==> config.mk <==
export PLATFORM = sky130hd
export DESIGN_NAME = mac_guarded
export DESIGN_NICKNAME = d
export VERILOG_FILES = /design/src/rtl/mac_guarded.sv
export SDC_FILE = /design/constraint.sdc
export NUM_CORES = 1
export LEC_CHECK = 0
export ABC_AREA = 1
export BUFFER_PORTS_ARGS = -buffer_cell sky130_fd_sc_hd__buf_2
export CORE_MARGIN = 1
export CORE_UTILIZATION = 30
export CTS_CLUSTER_SIZE = 25
export DETAILED_ROUTE_END_ITERATION = 6
export PLACE_DENSITY = 0.5
export SETUP_SLACK_MARGIN = 0.15
export SKIP_CTS_REPAIR_TIMING = 1
export SLEW_MARGIN = 0
export SYNTH_ARGS = -nofsm -noshare
export SYNTH_HDL_FRONTEND = slang
export SYNTH_SLANG_ARGS = --single-unit
==> constraint.sdc <==
create_clock -name clk -period 5.9 [get_ports clk]
set_clock_uncertainty 0.05 [all_clocks]
set_input_delay 1.18 -clock clk [delete_from_list [all_inputs] [get_ports clk]]
set_output_delay 1.18 -clock clk [all_outputs]
set_load 0.005 [all_outputs]
==> src/rtl/mac_guarded.sv <==
module mac_guarded #(
  parameter int DW = 16,
  parameter int GW = 8
) (
  input  logic                 clk,
  input  logic                 rst_n,
  input  logic [DW-1:0]        op_a,
  input  logic [DW-1:0]        op_b,
  input  logic                 a_signed,
  input  logic                 b_signed,
  input  logic [1:0]           op_sel,
  input  logic                 clear,
  input  logic                 valid,
  output logic [2*DW+GW-1:0]   acc,
  output logic                 overflow,
  output logic [2*DW-1:0]      sat_out
);
  localparam int PW = 2 * DW;
  localparam int AW = PW + GW;

  logic signed [DW:0]     a_ext, b_ext;
  logic signed [PW+1:0]   prod_full;
  logic        [AW-1:0]   prod, acc_nx;
  logic        [GW:0]     top;

  assign a_ext     = {a_signed & op_a[DW-1], op_a};
  assign b_ext     = {b_signed & op_b[DW-1], op_b};
  assign prod_full = a_ext * b_ext;
  assign prod      = {{(AW-PW-2){prod_full[PW+1]}}, prod_full};

  always_comb begin
    acc_nx = acc;
    if (clear) acc_nx = '0;
    else if (valid) begin
      case (op_sel)
        2'b00:   acc_nx = prod;
        2'b01:   acc_nx = acc + prod;
        2'b10:   acc_nx = acc - prod;
        default: acc_nx = acc;
      endcase
    end
  end

  always_ff @(posedge clk or negedge rst_n)
    if (!rst_n) acc <= '0;
    else        acc <= acc_nx;

  assign top      = acc[AW-1:PW-1];
  assign overflow = (|top) & ~(&top);
  assign sat_out  = !overflow      ? acc[PW-1:0] :
                    acc[AW-1]      ? {1'b1, {(PW-1){1'b0}}} :
                                     {1'b0, {(PW-1){1'b1}}};
endmodule


; ---- Yosys cells after proc, flatten, opt, wreduce, memory -nomap -nowiden
; Index checks and enable logic that the tools add are counted.
; Widths: inputs -> output; s select.
[word_totals]
regBits = 40
latch_bits = 0
ramBits = 0
romBits = 0
input_bits = 40
word_cells = 21
mem_count = 0
[op_classes]
add_sub_neg = 2
n_mul = 1
div = 0
magnitude_cmp = 0
n_eq_ne = 2
shifts = 0
muxes = 5
bitwise = 4
n_reduce_logical = 6
[ops]
columns = operator, n
row1 = $pmux 40 s3, 1
row2 = $mux 40, 2
row3 = $mux 32, 2
row4 = $add 40x40->40, 1
row5 = $sub 40x40->40, 1
row6 = $mul 17x17->34, 1
row7 = $reduce_and 9->1, 1
row8 = $reduce_or 9->1, 1
row9 = $reduce_bool 4->1, 1
row10 = $and 1x1->1, 3
row11 = $eq 2x1->1 const B, 1
row12 = $eq 2x2->1 const B, 1
row13 = $logic_not 2->1, 1
row14 = $reduce_and 2->1, 1
row15 = $reduce_bool 2->1, 1
row16 = $not 1->1, 1

; ---- Depth between registers and ports, before layout
[depth]
depth_word = 6
ltp_mapped = 51
ltp_nobuf = 49

; ---- Worst setup path before layout
; No wires, ideal clock.
[synth_path]
path_type = input port to flip-flop
startpoint = input port op_a[15]
endpoint = register acc[39]
setup_time_ns = 0.116
arrival_time_ns = 8.698
required_ns = 5.734
setup_slack_ns = -2.965
stages = 41
path_buffers = 2
cell_sequence = clkbuf_1 > nand2_1 > inv_1 > clkbuf_1 > nand2_1 > inv_1 > fa_1 > fa_1 > inv_1 > fa_1 > fa_1 > inv_1 > fa_1 > fa_1 > ha_1 > nand2_1 > nor3_1 > nand2_1 > [5 not listed] > nor3_1 > nand4_1 > nand2_1 > nand2_1 > nand2_1 > ha_1 > nand2_1 > nor3_1 > nand2_1 > nor4_1 > nand3_1 > nand3_1 > xor2_1 > inv_1 > nand2_1 > nand3_1 > nand2_1 > nand2_1
[synth_between]
elab_chain_len = 6
elab_cells_between_ends = 7
classes_between = 2 x add/sub / 1 x mul / 3 x mux / 1 x bitwise
[synth_rtl]
columns = item, line_no
row1 = start: declaration, 7  ; input logic [DW-1:0] op_a,
row2 = $and 1x1->1, 26  ; assign a_ext = {a_signed & op_a[DW-1], op_a};
row3 = $mul 17x17->34 (*), 28  ; assign prod_full = a_ext * b_ext;
row4 = $sub 40x40->40 or $add 40x40->40 (tied branches), "38, 37"
row5 = $pmux 40 s3 (*), 35  ; case (op_sel)
row6 = $mux 40 (*), 34  ; else if (valid) begin
row7 = $mux 40 (*), 33  ; if (clear) acc_nx = '0;
row8 = end signal: assignment, 46  ; else acc <= acc_nx;
row9 = end: declaration, 14  ; output logic [2*DW+GW-1:0] acc,
; Mark *: on every way between the ends. The rest lies on a longest branch, timed or not. The select of a mux whose other input is x is not followed.
; A chain may end at the register's enable or synchronous reset.

; ---- Final worst setup path
; Same ends and word-level chain as after synthesis.

==> qor.txt <==
Status: complete, but fails checks
Violated checks: setup timing
Slew Viols, Final: 0
Die Ht: 243 um
CP startpoint: op_a[15]
Antenna viol nets, final: 0
FF+latch count, synth: 40
CP arrival: 8450 ps
Post-Syn Area per Cell: 6.92 um2
Min-Delay Path Class: flop to flop
Startpoint types: primary input
Most frequent cells in the layout: inv_1 (604), nand2_1 (484), buf_4 (401)
# Max-Cap Violations: 0
Count of final hold-check violations: 0
Commonest non-fill, non-tap cell in the layout: inv_1
Drt wl/cell: 15.1 um
Root Buffer: clkbuf_16
# setup viols final: 34
Total track usage: 19.1%
Post-DP Area: 22,700 um2
Fin crit period: 8310 ps
Setup TNS: -60,950 ps
Final period util: 141%
Starting Density: 30.6%
DRC Markers: 0
Seq/Total Area, Yosys: 5.75%
Smallest setup slack after layout: -2410 ps
Ratio of cells with drive above 1 in the final layout: 38.2%
Post-synth top area cell: fa_1
Clock sink total: 40
Largest net degree at the start of global routing: 53
Hold Startpoint: acc[39]
Number of global-route vias before repair: 17,800
Netlist cell types: 46
Cell area after synthesis: 17,400 um2
FILL cells: 5,760
Worst-path clk slew: 60 ps
Initial DRC count: 745
Largest register by flop count: acc
Overflow after GRT: 0
Asr flop ratio synth: 100%
Synth top area share: 34.2%
Vias/cell: 4.55
Post-route cell area: 25,700 um2
RSZ-0062 raised after global routing: true
Placer Congestion: 0.909
Crit Path Class: primary input to flop
Clk buf depth: 2
Synthesis Warnings: 0
Cell count after synthesis: 2,514
Top flop regs: acc (40)
Vias: 17,100
Post-Route WL: 56,600 um
Number of flops mapped to enable cells by yosys: 0
Main flop type after synthesis: dfrtp_1
Initial antenna violation count: 0
DP Worst Slack: -3070 ps
# nets final: 3,468
Worst hold slack: 494 ps
Kind of end point of the critical path: flop
Worst reg2reg path startpoint: acc[0]
Crit path max fanout: 7
Req. time, crit path: 6040 ps
Crit path max-delay cell type: fa_2
CTS tree: done
Top cell by count, worst path: nand2_1
Latest clock arrival within the worst-skew pair: 290 ps
Dpl hpwl: 48,800 um
I/O Buffers: 112
CTS H-tree lvls: 2
Layout area overhead: 47.7%
CTS Buf Count: 5
Syn Nets: 2,979
Slew headroom: 23.3%
TritonRoute pass-1 iters: 5
Row count: 87
Chip width: 243 um
First-pass GRT wire length: 91,000 um
Full die area: 59,000 um2
Largest cells by area after synthesis: fa_1 (34%), inv_1 (15%), nand2_1 (14%)
Core Box Area: 56,800 um2
Slew @ Worst Pin: 1150 ps
Max reg flops: 40
Boundary Pins: 113
Critical Path Max Stage Delay: 610 ps
Max Clk Rate: 120 MHz
[Yosys cell counts (all sizes together) (2+ instances only)]
master / count
a21o: 5
a21oi: 80
a31oi: 15
and2: 3
buf: 8
clkbuf: 82
clkinv: 2
dfrtp: 40
fa: 297
ha: 128
inv: 694
nand2: 633
nand3: 74
nand4: 24
nor2: 159
nor3: 20
nor3b: 2
nor4: 8
o211ai: 16
o21a: 4
o21ai: 114
o21bai: 8
o22ai: 10
o31ai: 2
or2: 13
xnor2: 28
xor2: 39
[per-layer routing]
| layer | vias up | wire, um | GRT usage (%) |
|---|---|---|---|
| met5 | - | 0 | 0 |
| met4 | 0 | 811 | 2.68 |
| met1 | 8404 | 25100 | 25.3 |
| met3 | 44 | 1590 | 1.02 |
| met2 | 249 | 29100 | 35.0 |
| li1 | 8399 | - | - |
[worst max-delay path: cells and delay by family]
kind / cells / cell delay [ps]
adders and majority gates: 8 / 3690
xor gates and xnor gates: 2 / 320
and+or+nand+nor: 19 / 1900
buffers and inverters: 7 / 680
AOI/OAI and AO/OA: 5 / 670
[kinds of logic after synthesis]
group / after synthesis / synth area share, %
AOI/OAI and AO/OA: 259 / 8.30
buffers and inverters: 786 / 17.0
and+or+nand+nor: 937 / 22.0
adders and majority gates: 425 / 43.4
xor gates and xnor gates: 67 / 3.59
DFF: 40 / 5.75
[worst paths after layout]
path / endpoint / slack [ps] / depth (start not counted)
min in group asynchronous: acc[4] / 980 / 1
worst min-delay path: acc[39] / 490 / 2
worst max-delay path: acc[39] / -2410 / 41
max in group asynchronous: acc[31] / 4230 / 1
worst min register to register: acc[39] / 490 / 2
worst max register to register: acc[38] / 3000 / 20
[layout make-up]
cell class                      instances  area, um2  area share [%]
Antenna cell                            1       2.50         0.00974
Tap cell                              756        946            3.68
Multi-Input combinational cell       1688      16400            63.6
Sequential cell                        40       1000            3.90
Clock inverter                          2       35.0           0.136
Inverter                              696       2640            10.3
Timing Repair Buffer                  572       4590            17.9
Clock buffer                            6        129           0.502
[metrics by stage]
stage,util [%],std cells
finish,45.2,3761
detailed placement,40.0,3686
CTS,40.3,3694
global route,45.2,3760
floorplan,-,2514
global placement,40.0,3686
Power is left out: the tool's default activity adds up to more than one toggle a clock period on the data nets, which glitch-free logic cannot reach.
